### src/rtl/qspi_pkg.sv
// Shared types for the serial master: transaction phases and fixed widths.
package qspi_pkg;

    // Sequencer phases of one transaction.
    typedef enum logic [1:0] {
        PH_IDLE  = 2'd0,
        PH_SETUP = 2'd1,
        PH_RUN   = 2'd2,
        PH_HOLD  = 2'd3
    } phase_t;

    // Width of the command and of every data byte.
    localparam int BYTE_BITS = 8;
    // Number of data lines.
    localparam int LANES = 4;

endpackage

### src/rtl/qspi_half_timer.sv
// Half-period timer: while run is high, it emits a tick once every div+1 cycles.
// Assumes div is held steady for as long as run is high.
module qspi_half_timer #(
    parameter int DIV_W = 8
) (
    input  logic             clk,
    input  logic             rst_n,
    input  logic             run,
    input  logic [DIV_W-1:0] div,
    output logic             tick
);

    logic [DIV_W-1:0] cnt;

    // Count system cycles inside the current half period.
    always_ff @(posedge clk) begin
        if (!rst_n) begin
            cnt <= '0;
        end else if (!run || cnt == div) begin
            cnt <= '0;
        end else begin
            cnt <= cnt + 1'b1;
        end
    end

    assign tick = run && (cnt == div);

endmodule

### src/rtl/qspi_seq.sv
// Transaction sequencer. It walks setup, clocked run and hold, toggles the
// serial clock on each tick of the run, and derives the launch and sample
// events of every clock slot from the phase setting.
// Assumes last_slot and cpha are stable from the cycle after start.
module qspi_seq
    import qspi_pkg::*;
#(
    parameter int SLOT_W = 7
) (
    input  logic              clk,
    input  logic              rst_n,
    input  logic              start,
    input  logic              start_cpol,
    input  logic              tick,
    input  logic              cpha,
    input  logic [SLOT_W-1:0] last_slot,
    output phase_t            phase,
    output logic              sclk,
    output logic              drive_adv,
    output logic              sample,
    output logic [SLOT_W-1:0] slot,
    output logic              done
);

    localparam int EDGE_W = SLOT_W + 1;

    logic [EDGE_W-1:0] edge_cnt;
    logic              edge_fire;
    logic              lead;
    logic              last_edge;

    assign edge_fire = tick && (phase == PH_SETUP || phase == PH_RUN);
    assign lead      = ~edge_cnt[0];
    assign slot      = edge_cnt[EDGE_W-1:1];
    assign last_edge = (slot == last_slot) && !lead;

    // Launch the next bit: on trailing edges for CPHA=0, on leading edges for CPHA=1.
    assign drive_adv = edge_fire &&
                       (cpha ? (lead && slot != '0) : (!lead && slot != last_slot));
    // Capture: on leading edges for CPHA=0, on trailing edges for CPHA=1.
    assign sample    = edge_fire && (cpha ? !lead : lead);
    assign done      = tick && (phase == PH_HOLD);

    // Advance the phase and the edge count, and toggle the clock.
    always_ff @(posedge clk) begin
        if (!rst_n) begin
            phase    <= PH_IDLE;
            sclk     <= 1'b0;
            edge_cnt <= '0;
        end else begin
            unique case (phase)
                PH_IDLE: begin
                    if (start) begin
                        phase    <= PH_SETUP;
                        sclk     <= start_cpol;
                        edge_cnt <= '0;
                    end
                end
                PH_SETUP: begin
                    if (tick) begin
                        phase    <= PH_RUN;
                        sclk     <= ~sclk;
                        edge_cnt <= edge_cnt + 1'b1;
                    end
                end
                PH_RUN: begin
                    if (tick) begin
                        sclk     <= ~sclk;
                        edge_cnt <= edge_cnt + 1'b1;
                        if (last_edge) begin
                            phase <= PH_HOLD;
                        end
                    end
                end
                PH_HOLD: begin
                    if (tick) begin
                        phase <= PH_IDLE;
                    end
                end
                default: phase <= PH_IDLE;
            endcase
        end
    end

endmodule

### src/rtl/qspi_tx_lane.sv
// Output shifter. The command is loaded at start and sent one bit per slot on
// line 0. Data bytes follow, one bit or one nibble per slot. It also owns the
// output enables and acknowledges each write byte it takes.
// Assumes tx_data holds the next byte until tx_ack is seen.
module qspi_tx_lane
    import qspi_pkg::*;
(
    input  logic                 clk,
    input  logic                 rst_n,
    input  logic                 start,
    input  logic [BYTE_BITS-1:0] start_cmd,
    input  logic                 adv,
    input  logic                 done,
    input  logic                 quad,
    input  logic                 read,
    input  logic [BYTE_BITS-1:0] tx_data,
    output logic [LANES-1:0]     io_out,
    output logic [LANES-1:0]     io_oe,
    output logic                 tx_ack
);

    logic [BYTE_BITS-1:0] sr;
    logic [3:0]           rem;
    logic                 wide;
    logic [LANES-1:0]     oe_q;
    logic                 ack_q;
    logic [3:0]           step;

    assign step = wide ? 4'd4 : 4'd1;

    // Shift within a byte, or fetch the next byte when the current one is spent.
    always_ff @(posedge clk) begin
        if (!rst_n) begin
            sr    <= '0;
            rem   <= '0;
            wide  <= 1'b0;
            oe_q  <= '0;
            ack_q <= 1'b0;
        end else begin
            ack_q <= 1'b0;
            if (start) begin
                sr   <= start_cmd;
                rem  <= 4'd8;
                wide <= 1'b0;
                oe_q <= 4'b0001;
            end else if (done) begin
                sr   <= '0;
                wide <= 1'b0;
                oe_q <= '0;
            end else if (adv) begin
                if (rem > step) begin
                    sr  <= wide ? {sr[3:0], 4'b0000} : {sr[6:0], 1'b0};
                    rem <= rem - step;
                end else begin
                    sr    <= read ? '0 : tx_data;
                    rem   <= 4'd8;
                    wide  <= quad;
                    oe_q  <= !quad ? 4'b0001 : (read ? 4'b0000 : 4'b1111);
                    ack_q <= !read;
                end
            end
        end
    end

    assign io_out = wide ? sr[7:4] : {3'b000, sr[7]};
    assign io_oe  = oe_q;
    assign tx_ack = ack_q;

endmodule

### src/rtl/qspi_rx_lane.sv
// Input assembler. It collects data-phase samples, one bit from line 1 or one
// nibble from all four lines, and emits each completed byte with a strobe.
// Assumes sample fires only on capture edges and in_data marks data slots.
module qspi_rx_lane
    import qspi_pkg::*;
(
    input  logic                 clk,
    input  logic                 rst_n,
    input  logic                 start,
    input  logic                 sample,
    input  logic                 in_data,
    input  logic                 quad,
    input  logic                 read,
    input  logic [LANES-1:0]     io_in,
    output logic [BYTE_BITS-1:0] rx_data,
    output logic                 rx_valid
);

    logic [BYTE_BITS-1:0] sr;
    logic [3:0]           cnt;
    logic [BYTE_BITS-1:0] sr_next;
    logic [3:0]           cnt_next;

    assign sr_next  = quad ? {sr[3:0], io_in} : {sr[6:0], io_in[1]};
    assign cnt_next = cnt + (quad ? 4'd4 : 4'd1);

    // Accumulate read samples and present each full byte.
    always_ff @(posedge clk) begin
        if (!rst_n) begin
            sr       <= '0;
            cnt      <= '0;
            rx_data  <= '0;
            rx_valid <= 1'b0;
        end else begin
            rx_valid <= 1'b0;
            if (start) begin
                cnt <= '0;
            end else if (sample && in_data && read) begin
                sr <= sr_next;
                if (cnt_next == 4'd8) begin
                    rx_data  <= sr_next;
                    rx_valid <= 1'b1;
                    cnt      <= '0;
                end else begin
                    cnt <= cnt_next;
                end
            end
        end
    end

endmodule

### src/rtl/qspi_xfer_master.sv
// Serial master top. It latches a request, times the clock, decodes the chip
// selects and wires the output shifter and the input assembler.
// Assumes requests are single-cycle pulses and are ignored while busy.
module qspi_xfer_master
    import qspi_pkg::*;
#(
    parameter int  NUM_CS = 4,
    parameter int  LEN_W  = 4,
    parameter int  DIV_W  = 8,
    localparam int CS_W   = (NUM_CS > 1) ? $clog2(NUM_CS) : 1
) (
    input  logic                 clk,
    input  logic                 rst_n,
    input  logic                 req_start,
    input  logic                 req_cpol,
    input  logic                 req_cpha,
    input  logic [CS_W-1:0]      req_sel,
    input  logic [7:0]           req_cmd,
    input  logic [LEN_W-1:0]     req_len,
    input  logic                 req_read,
    input  logic                 req_quad,
    input  logic [DIV_W-1:0]     req_div,
    output logic                 busy,
    input  logic [7:0]           tx_data,
    output logic                 tx_ack,
    output logic [7:0]           rx_data,
    output logic                 rx_valid,
    output logic                 sclk,
    output logic [NUM_CS-1:0]    cs_n,
    output logic [3:0]           io_out,
    output logic [3:0]           io_oe,
    input  logic [3:0]           io_in
);

    localparam int MAX_SLOTS = BYTE_BITS * (1 << LEN_W);
    localparam int SLOT_W    = $clog2(MAX_SLOTS);

    phase_t            phase;
    logic              start;
    logic              tick;
    logic              drive_adv;
    logic              sample;
    logic              done;
    logic [SLOT_W-1:0] slot;
    logic [SLOT_W-1:0] last_slot;
    logic              in_data;

    logic              cfg_cpha;
    logic              cfg_read;
    logic              cfg_quad;
    logic [CS_W-1:0]   cfg_sel;
    logic [LEN_W-1:0]  cfg_len;
    logic [DIV_W-1:0]  cfg_div;

    assign start = req_start && (phase == PH_IDLE);
    assign busy  = (phase != PH_IDLE);

    // Hold the request settings for the whole transaction.
    always_ff @(posedge clk) begin
        if (!rst_n) begin
            cfg_cpha <= 1'b0;
            cfg_read <= 1'b0;
            cfg_quad <= 1'b0;
            cfg_sel  <= '0;
            cfg_len  <= '0;
            cfg_div  <= '0;
        end else if (start) begin
            cfg_cpha <= req_cpha;
            cfg_read <= req_read;
            cfg_quad <= req_quad;
            cfg_sel  <= req_sel;
            cfg_len  <= req_len;
            cfg_div  <= req_div;
        end
    end

    // Index of the final slot: the command slots plus the data slots, minus one.
    assign last_slot = SLOT_W'(BYTE_BITS - 1) +
                       (cfg_quad ? (SLOT_W'(cfg_len) << 1) : (SLOT_W'(cfg_len) << 3));
    assign in_data   = (slot >= SLOT_W'(BYTE_BITS));

    qspi_half_timer #(
        .DIV_W (DIV_W)
    ) u_timer (
        .clk   (clk),
        .rst_n (rst_n),
        .run   (busy),
        .div   (cfg_div),
        .tick  (tick)
    );

    qspi_seq #(
        .SLOT_W (SLOT_W)
    ) u_seq (
        .clk        (clk),
        .rst_n      (rst_n),
        .start      (start),
        .start_cpol (req_cpol),
        .tick       (tick),
        .cpha       (cfg_cpha),
        .last_slot  (last_slot),
        .phase      (phase),
        .sclk       (sclk),
        .drive_adv  (drive_adv),
        .sample     (sample),
        .slot       (slot),
        .done       (done)
    );

    qspi_tx_lane u_tx (
        .clk       (clk),
        .rst_n     (rst_n),
        .start     (start),
        .start_cmd (req_cmd),
        .adv       (drive_adv),
        .done      (done),
        .quad      (cfg_quad),
        .read      (cfg_read),
        .tx_data   (tx_data),
        .io_out    (io_out),
        .io_oe     (io_oe),
        .tx_ack    (tx_ack)
    );

    qspi_rx_lane u_rx (
        .clk      (clk),
        .rst_n    (rst_n),
        .start    (start),
        .sample   (sample),
        .in_data  (in_data),
        .quad     (cfg_quad),
        .read     (cfg_read),
        .io_in    (io_in),
        .rx_data  (rx_data),
        .rx_valid (rx_valid)
    );

    // One active-low select per target; only the latched index goes low.
    for (genvar g = 0; g < NUM_CS; g++) begin : g_cs
        assign cs_n[g] = !(busy && (cfg_sel == CS_W'(g)));
    end

endmodule

### config.mk
export PLATFORM = sky130hd
export DESIGN_NAME = qspi_xfer_master
export DESIGN_NICKNAME = d
export VERILOG_FILES = /design/src/rtl/qspi_pkg.sv /design/src/rtl/qspi_half_timer.sv /design/src/rtl/qspi_seq.sv /design/src/rtl/qspi_tx_lane.sv /design/src/rtl/qspi_rx_lane.sv /design/src/rtl/qspi_xfer_master.sv
export SDC_FILE = /design/constraint.sdc
export NUM_CORES = 1
export LEC_CHECK = 0
export ABC_AREA = 1
export BUFFER_PORTS_ARGS = -buffer_cell sky130_fd_sc_hd__buf_2
export CAP_MARGIN = 20
export CORE_ASPECT_RATIO = 0.6
export CORE_MARGIN = 3
export CORE_UTILIZATION = 30
export CTS_CLUSTER_SIZE = 20
export DETAILED_ROUTE_END_ITERATION = 7
export GPL_ROUTABILITY_DRIVEN = 0
export GPL_TIMING_DRIVEN = 0
export PLACE_DENSITY = 0.52
export SLEW_MARGIN = 10
export SYNTH_ARGS = -nofsm -noshare
export SYNTH_HDL_FRONTEND = slang
export SYNTH_SLANG_ARGS = --single-unit
### constraint.sdc
create_clock -name clk -period 2.4 [get_ports clk]
set_input_delay 0.12 -clock clk [delete_from_list [all_inputs] [get_ports clk]]
set_output_delay 0.12 -clock clk [all_outputs]
set_load 0.1 [all_outputs]
==> flow_summary.json, run 1 <==
{
  "synth_area_leader_cell": "sky130_fd_sc_hd__dfxtp_1",
  "multiInputGateArea_um2": 2160,
  "period_minus_slack_ns": 2.19,
  "final.period_utilization_pct": 91.3,
  "worst_ep_arrival_time_ns": 2.45,
  "synth.avg_cell_area_um2": 6.84,
  "run_status": "finished, final reports clean",
  "timing.final.hold_violations": 0,
  "io_pins": 65,
  "ys_dominant_reg_cell": "sky130_fd_sc_hd__dfxtp_1",
  "grt_antenna_before_repair": 0,
  "regToRegStartpoint": "u_tx.wide",
  "die_boundary_height_um": 94.5,
  "final-instance-count-excl-fill": 817,
  "avgViaCountPerCell": 4.67,
  "total_routing_usage_reported_by_global_routing_pct": 14.3,
  "layout.cells.most_common": "sky130_fd_sc_hd__nand2_1",
  "number_of_nets_with_antenna_violations_after_routing": 0,
  "min_path_type": "primary input to flip-flop",
  "hold_path_depth": 3,
  "timing.critical_path.max_delay_family": "simple AND/OR/NAND/NOR gates",
  "crit_fanout": 10,
  "timing.final.setup_violations": 0,
  "placedInstanceArea_um2": 4440,
  "power_leakage_nw": 2.17,
  "maxCapViolations": 0,
  "synth-async-reset-ratio_pct": 0,
  "grt_start_max_net_pins": 20,
  "detail_route.first_pass.iterations": 6,
  "numClockSinks": 72,
  "hold-path-endpoint": "cfg_read",
  "timing.critical_path.cells": "inv_4 -> ha_1 -> nand2_1 -> o22ai_1 -> nand2_2 -> nor2_4 -> nand2_1 -> o21ai_0 -> nand2_1 -> nand2_1 -> nand2_1 -> a21oi_1",
  "synth_area_leaders": "sky130_fd_sc_hd__dfxtp_1 37%, sky130_fd_sc_hd__nand2_1 14%, sky130_fd_sc_hd__nor2_1 7.1%, sky130_fd_sc_hd__o21ai_0 7.0%, sky130_fd_sc_hd__inv_1 5.5%",
  "global_route_wire_length_before_repair_um": 17000,
  "core.rowCount": 31,
  "required_time_of_the_worst_setup_path_ns": 2.66,
  "worstSkewPairLatency_ns": 0.33,
  "critPathLaunchType": "flip-flop",
  "top_library_cells_by_usage_in_the_layout_fill_and_taps_aside": "140 x sky130_fd_sc_hd__nand2_1, 72 x sky130_fd_sc_hd__nor2_1, 70 x sky130_fd_sc_hd__dfxtp_1",
  "power_density_nw_per_um2": 942,
  "slew-limit-headroom_pct": 62.0,
  "synth_warn": 0,
  "layout.area.seq_um2": 1450,
  "hold_path.startpoint": "req_read",
  "postSynthCellCount": 573,
  "htree_levels": 3,
  "yosysUniqueCellTypes": 36,
  "layout-drive-gt1-share_pct": 18.1,
  "critPathCaptureType": "flip-flop",
  "grt_pass1_vias": 3510,
  "tritoncts": "yes",
  "initial_core_utilization_pct": 31.6,
  "rsz0062_at_grt": "yes",
  "final.setup_skew_ns": 0.00771,
  "actual_transition_at_the_worst_max_transition_pin_ns": 0.570,
  "synth_top_area_share_pct": 36.8,
  "cp.buffers_inverters": 1,
  "fill_cells": 1348,
  "clock.fmax_mhz": 456,
  "reg2reg_slack_ns": 0.21,
  "cp_common_cell": "sky130_fd_sc_hd__nand2_1",
  "buffer_type_at_the_clock_tree_root": "sky130_fd_sc_hd__clkbuf_16",
  "synth.cell_area_um2": 3920,
  "cts_max_path_buffers": 2,
  "clock_transition_at_the_register_clock_pins_on_the_worst_setup_and_hold_paths_after_cts_ns": 0.06,
  "place_inst": 802,
  "worst_r2r_path_cells": 12,
  "synth-seq-area-share_pct": 36.8,
  "area_delta_synth_final_pct": 23.3,
  "design.final.nets": 702,
  "dr.first_iter.drc_count": 223,
  "vdd_ir_drop_max_uv": 421,
  "max_stage_delay_ns": 0.46,
  "grt.overflow.total": 0,
  "wl_um": 10500,
  "die_area_um2": 14500,
  "post-route-util_pct": 38.9,
  "flip_flop_and_latch_count_after_synthesis": 72,
  "critical_path_class": "flip-flop to flip-flop",
  "maxSlewViolCount": 0,
  "fp.dieW_um": 154,
  "cts_made_buffers": 9,
  "drcViolationCount": 0,
  "avgRoutedWirePerCell_um": 12.8,
  "worst_path_max_delay_cell": "sky130_fd_sc_hd__dfxtp_2",
  "num_vias": 3815,
  "synth_fp_nets": 628,
  "core_area_um2": 12400,
  "reg2reg_to": "u_tx.sr[6]",
  "buffer_ports.inserted": 64,
  "post-dp-hpwl_um": 8120,
  "fin_area_um2": 4830,
  "antenna_diodes": 0,
  "synth_enable_flop_cells": 0
}
==> sequential cells by signal (all words and copies together), names as in the netlist <==
register        count
cfg_cpha            1
cfg_div             8
cfg_len             4
cfg_quad            1
cfg_read            1
cfg_sel             2
u_rx.cnt            4
u_rx.rx_data        8
u_rx.rx_valid       1
u_rx.sr             7
u_seq.edge_cnt      8
u_seq.phase         2
u_seq.sclk          1
u_timer.cnt         8
u_tx.io_oe          2
u_tx.rem            4
u_tx.sr             8
u_tx.tx_ack         1
u_tx.wide           1
==> cell usage after synthesis, drive strengths merged, types with 2 or more instances <==
library cell  instances
nand2               150
nor2                 77
dfxtp                72
inv                  61
o21ai                55
a21oi                41
nand3                31
ha                   14
xor2                 12
buf                  10
clkbuf                9
xnor2                 9
nand4                 7
nor3                  6
clkinv                4
a22oi                 3
a31o                  2
and2                  2
nand3b                2
==> final cells by class <==
class	count	share of cell area [%]
Multi-Input combinational cell	417	44.8
Inverter	65	5.31
Buffer	17	2.18
Sequential cell	72	30.0
Clock inverter	6	1.94
Clock buffer	10	4.74
Tap cell	165	4.28
Timing Repair Buffer	65	6.79
==> report_power, final <==
group          leakage [nW]  total (mW)  internal, mW  switching (mW)
Sequential            0.587        1.47          1.34           0.132
Combinational          1.43        1.63         0.465            1.17
Clock                 0.153        1.44         0.916           0.528
==> through the flow <==
stage / setup slack, ns / power [mW] / TNS [ns] / hold WS, ns
after floorplan: 0.0470 / 2.67 / 0 / 0.265
after global placement: -0.641 / 3.04 / -7.05 / 0.380
after detailed placement: -0.633 / 3.05 / -7.11 / 0.388
after CTS: 0.0230 / 4.51 / 0 / 0.0436
after global routing: -0.0128 / 4.82 / -0.0128 / 0.0520
final: 0.208 / 4.55 / 0 / 0.0509
==> worst max path at each step <==
stage              start    endpoint  slack [ns]  cells after the start
3_3_place_gp   u_tx.wide  u_tx.sr[6]       -0.64                     13
2_1_floorplan  u_tx.wide  u_tx.sr[4]        0.05                     11
6_report       u_tx.wide  u_tx.sr[6]        0.21                     12
4_1_cts        u_tx.wide  u_tx.sr[6]        0.02                     12
5_1_grt        u_tx.wide  u_tx.sr[5]       -0.01                     10
3_5_place_dp   u_tx.wide  u_tx.sr[6]       -0.63                     13
==> repair_timing <==
action / in CTS / in global routing
gates cloned: 0 / 0
buffers inserted: 0 / 1
resized for setup: 5 / 12
pin swaps: 0 / 1
hold buffers: 0 / 0
endpoints found under the setup margin: 19 / 34
==> cell families after synthesis <==
logic type                 share of synthesized area (%)
and+or+nand+nor                                     30.9
AOI/OAI and AO/OA                                   13.9
adders and majority gates                           4.47
buffers and inverters                               8.97
DFF                                                 36.8
muxes                                              0.256
xor gates and xnor gates                            4.70
==> layer usage <==
layer | track usage (%) | part of all wire [%] | vias up | wire (um)
met2 | 21.8 | 42 | 80 | 4370
met4 | 3.31 | 0.81 | 0 | 85
met3 | 3.43 | 4.7 | 7 | 493
met5 | 0 | 0 | - | 0
met1 | 20.6 | 53 | 1742 | 5530
li1 | - | - | 1986 | -
==> tightest hold or removal path, stage by stage <==
cell and delay (ns):
sky130_fd_sc_hd__buf_2 0.11, sky130_fd_sc_hd__nand2_1 0.05, sky130_fd_sc_hd__a21oi_1 0.05
No activity file was read; power rests on OpenSTA's default activity.
==> run 2: changes to the inputs <==
--- a/config.mk
+++ b/config.mk
@@ -5,17 +5,16 @@
 export SDC_FILE = /design/constraint.sdc
 export NUM_CORES = 1
 export LEC_CHECK = 0
-export ABC_AREA = 1
 export BUFFER_PORTS_ARGS = -buffer_cell sky130_fd_sc_hd__buf_2
 export CAP_MARGIN = 20
 export CORE_ASPECT_RATIO = 0.6
 export CORE_MARGIN = 3
-export CORE_UTILIZATION = 30
+export CORE_UTILIZATION = 51
 export CTS_CLUSTER_SIZE = 20
 export DETAILED_ROUTE_END_ITERATION = 7
 export GPL_ROUTABILITY_DRIVEN = 0
 export GPL_TIMING_DRIVEN = 0
-export PLACE_DENSITY = 0.52
+export PLACE_DENSITY = 0.78
 export SLEW_MARGIN = 10
 export SYNTH_ARGS = -nofsm -noshare
 export SYNTH_HDL_FRONTEND = slang
==> run 2 against run 1 <==
The run now ends with negative setup slack left. Worst hold slack got worse by 0.035 ns. Final cell count decreased by 22%. Die area decreased by 41%. Register-to-register slack got worse by 0.23 ns. Global-route usage increased by 11 points. Sequential share of layout area decreased by 0.38 points. Routed wire length increased by 2.9%. Utilization increased by 32 points. Largest cell class unchanged.
==> flow_summary.json, run 2 <==
{
  "vdd_ir_drop_max_uv": 714,
  "postSynthCellCount": 446,
  "htree_levels": 3,
  "detail_route.first_pass.iterations": 5,
  "rsz0062_at_grt": "yes",
  "avgRoutedWirePerCell_um": 17.0,
  "fill_cells": 527,
  "flip_flop_and_latch_count_after_synthesis": 72,
  "buffer_ports.inserted": 64,
  "core_area_um2": 6940,
  "final_critical_path_setup_slack_ns": -0.0214,
  "cts_max_path_buffers": 2,
  "dr.first_iter.drc_count": 402,
  "grt_start_max_net_pins": 13,
  "die_boundary_height_um": 72.8,
  "timing.critical_path.cells": "buf_8 -> clkbuf_16 -> nand2_4 -> ha_4 -> xor2_4 -> xnor2_2 -> or3_4 -> a21oi_4 -> a21oi_4 -> nand2b_4 -> o221a_1",
  "synth.cell_area_um2": 3800,
  "layout.area.seq_um2": 1450,
  "worst_r2r_path_cells": 11,
  "top_library_cells_by_usage_in_the_layout_fill_and_taps_aside": "70 x sky130_fd_sc_hd__dfxtp_1, 65 x sky130_fd_sc_hd__buf_2, 49 x sky130_fd_sc_hd__nand2_1",
  "timing.final.hold_violations": 0,
  "fin_area_um2": 4890,
  "timing.critical_path.depth": 11,
  "die_area_um2": 8550,
  "required_time_of_the_worst_setup_path_ns": 2.63,
  "avgViaCountPerCell": 5.77,
  "antenna_diodes": 0,
  "maxSlewViolCount": 0,
  "synth_warn": 0,
  "synth-seq-area-share_pct": 38.0,
  "synth_top_area_share_pct": 38.0,
  "yosysUniqueCellTypes": 61,
  "cp_common_cell": "sky130_fd_sc_hd__a21oi_4",
  "synth_fp_nets": 501,
  "fp.dieW_um": 117,
  "global_route_wire_length_before_repair_um": 17300,
  "run_status": "finished, violations left",
  "critPathLaunchType": "flip-flop",
  "min_path_type": "primary input to flip-flop",
  "failing_checks": "negative setup slack",
  "yosysMostFrequentCell": "sky130_fd_sc_hd__dfxtp_1",
  "clock_transition_at_the_register_clock_pins_on_the_worst_setup_and_hold_paths_after_cts_ns": 0.06,
  "layout-drive-gt1-share_pct": 26.2,
  "crit_fanout": 8,
  "number_of_nets_with_antenna_violations_after_routing": 0,
  "multiInputGateArea_um2": 2360,
  "final.period_utilization_pct": 101,
  "core.rowCount": 23,
  "worst_ep_arrival_time_ns": 2.65,
  "synth_area_leaders": "sky130_fd_sc_hd__dfxtp_1 38%, sky130_fd_sc_hd__nand2_1 5.0%, sky130_fd_sc_hd__mux2i_1 5.0%, sky130_fd_sc_hd__nor2_1 4.9%, sky130_fd_sc_hd__ha_1 4.6%",
  "num_vias": 3656,
  "wl_um": 10800,
  "max_stage_delay_ns": 0.35,
  "hold_path_depth": 3,
  "worst_path_max_delay_cell": "sky130_fd_sc_hd__dfxtp_4",
  "initial_core_utilization_pct": 54.7,
  "grt.overflow.total": 0,
  "slew-limit-headroom_pct": 54.4,
  "cts_made_buffers": 9,
  "period_minus_slack_ns": 2.42,
  "timing.final.setup_violations": 1,
  "area_delta_synth_final_pct": 28.8,
  "ys_dominant_reg_cell": "sky130_fd_sc_hd__dfxtp_1",
  "timing.critical_path.max_delay_family": "simple AND/OR/NAND/NOR gates",
  "layout.cells.most_common": "sky130_fd_sc_hd__dfxtp_1",
  "post-dp-hpwl_um": 7290,
  "power_leakage_nw": 2.01,
  "most_used_standard_cells_in_the_synthesized_netlist": "72 x sky130_fd_sc_hd__dfxtp_1, 51 x sky130_fd_sc_hd__nand2_1, 50 x sky130_fd_sc_hd__nor2_1, 31 x sky130_fd_sc_hd__a21oi_1",
  "power_density_nw_per_um2": 907,
  "synth_enable_flop_cells": 0,
  "actual_transition_at_the_worst_max_transition_pin_ns": 0.684,
  "synth_area_leader_cell": "sky130_fd_sc_hd__dfxtp_1",
  "placedInstanceArea_um2": 4280,
  "critical_path_class": "flip-flop to flip-flop",
  "design.final.nets": 584,
  "io_pins": 65,
  "drcViolationCount": 0,
  "grt_antenna_before_repair": 0,
  "synth.avg_cell_area_um2": 8.51,
  "clock.fmax_mhz": 413,
  "maxCapViolations": 0,
  "final.setup_skew_ns": 0.00498,
  "totalPowerFinal_mw": 4.43,
  "pre_cts_ws_ns": -0.324,
  "buffer_type_at_the_clock_tree_root": "sky130_fd_sc_hd__clkbuf_16",
  "synth-async-reset-ratio_pct": 0,
  "grt_pass1_vias": 3430,
  "numClockSinks": 72,
  "post_cts_hold_buffer_count": 0,
  "worstSkewPairLatency_ns": 0.34,
  "fin_setup_tns_ns": -0.0214,
  "hold_ws_ns": 0.0159,
  "total_routing_usage_reported_by_global_routing_pct": 25.6,
  "cp.buffers_inverters": 2,
  "critPathCaptureType": "flip-flop",
  "tritoncts": "yes"
}
==> run 2: layout make-up <==
cell class                      count  share of cell area, %
Tap cell                          100                   2.56
Timing Repair Buffer               75                   8.60
Sequential cell                    72                   29.6
Multi-Input combinational cell    336                   48.2
Inverter                           13                   1.07
Clock inverter                      5                   1.64
Buffer                             22                   3.40
Clock buffer                       11                   4.96
==> run 2: what timing repair did <==
action                                  4_1_cts  5_1_grt
endpoints found under the setup margin       26       32
gates cloned                                  0        1
setup buffers                                 7        3
pin swaps                                     7        9
resized for setup                            28       24
==> run 2: where the power goes <==
| part | internal (mW) | switching [mW] | leakage, nW | total (mW) |
|---|---|---|---|---|
| combinational | 0.490 | 0.996 | 1.27 | 1.49 |
| sequential | 1.33 | 0.156 | 0.586 | 1.49 |
| clock | 0.936 | 0.521 | 0.152 | 1.46 |
| total | 2.76 | 1.67 | 2.01 | 4.43 |
==> run 2: tightest hold or removal path: stages <==
cell and delay (ns):
sky130_fd_sc_hd__buf_2 0.09, sky130_fd_sc_hd__nand2_1 0.05, sky130_fd_sc_hd__a21oi_1 0.05
==> run 2: per-layer routing <==
| metal | up-vias | GRT usage (%) | wire length [um] |
|---|---|---|---|
| li1 | 1763 | - | - |
| met1 | 1717 | 34.1 | 5060 |
| met2 | 161 | 39.4 | 4660 |
| met3 | 15 | 10.5 | 941 |
| met4 | 0 | 5.98 | 107 |
| met5 | - | 0 | 0 |
==> run 2: metrics by stage <==
step / instances / util, %
2_1_floorplan: 446 / -
3_3_place_gp: 610 / 61.7
3_5_place_dp: 610 / 61.7
4_1_cts: 632 / 68.8
5_1_grt: 634 / 70.5
6_report: 634 / 70.5
==> run 2: worst paths after layout <==
kind	from	to	slack, ns
setup reg to reg	cfg_quad	u_tx.sr[2]	-0.02
setup / recovery	cfg_quad	u_tx.sr[2]	-0.02
hold / removal	req_div[7]	cfg_div[7]	0.02
hold reg to reg	u_tx.rem[0]	u_tx.rem[0]	0.47
==> run 2: cell families (layout without fill, tap and decap cells) <==
kind of cell / after synthesis / after routing / share of synthesized area, %
AND/OR/NAND/NOR: 182 / 182 / 24.1
AO/OA/AOI/OAI: 92 / 92 / 16.9
adder cells (fa/ha/maj): 14 / 14 / 4.61
XOR/XNOR: 27 / 27 / 6.43
buffers and inverters: 38 / 126 / 4.38
multiplexers: 21 / 21 / 5.60
flip-flops: 72 / 72 / 38.0
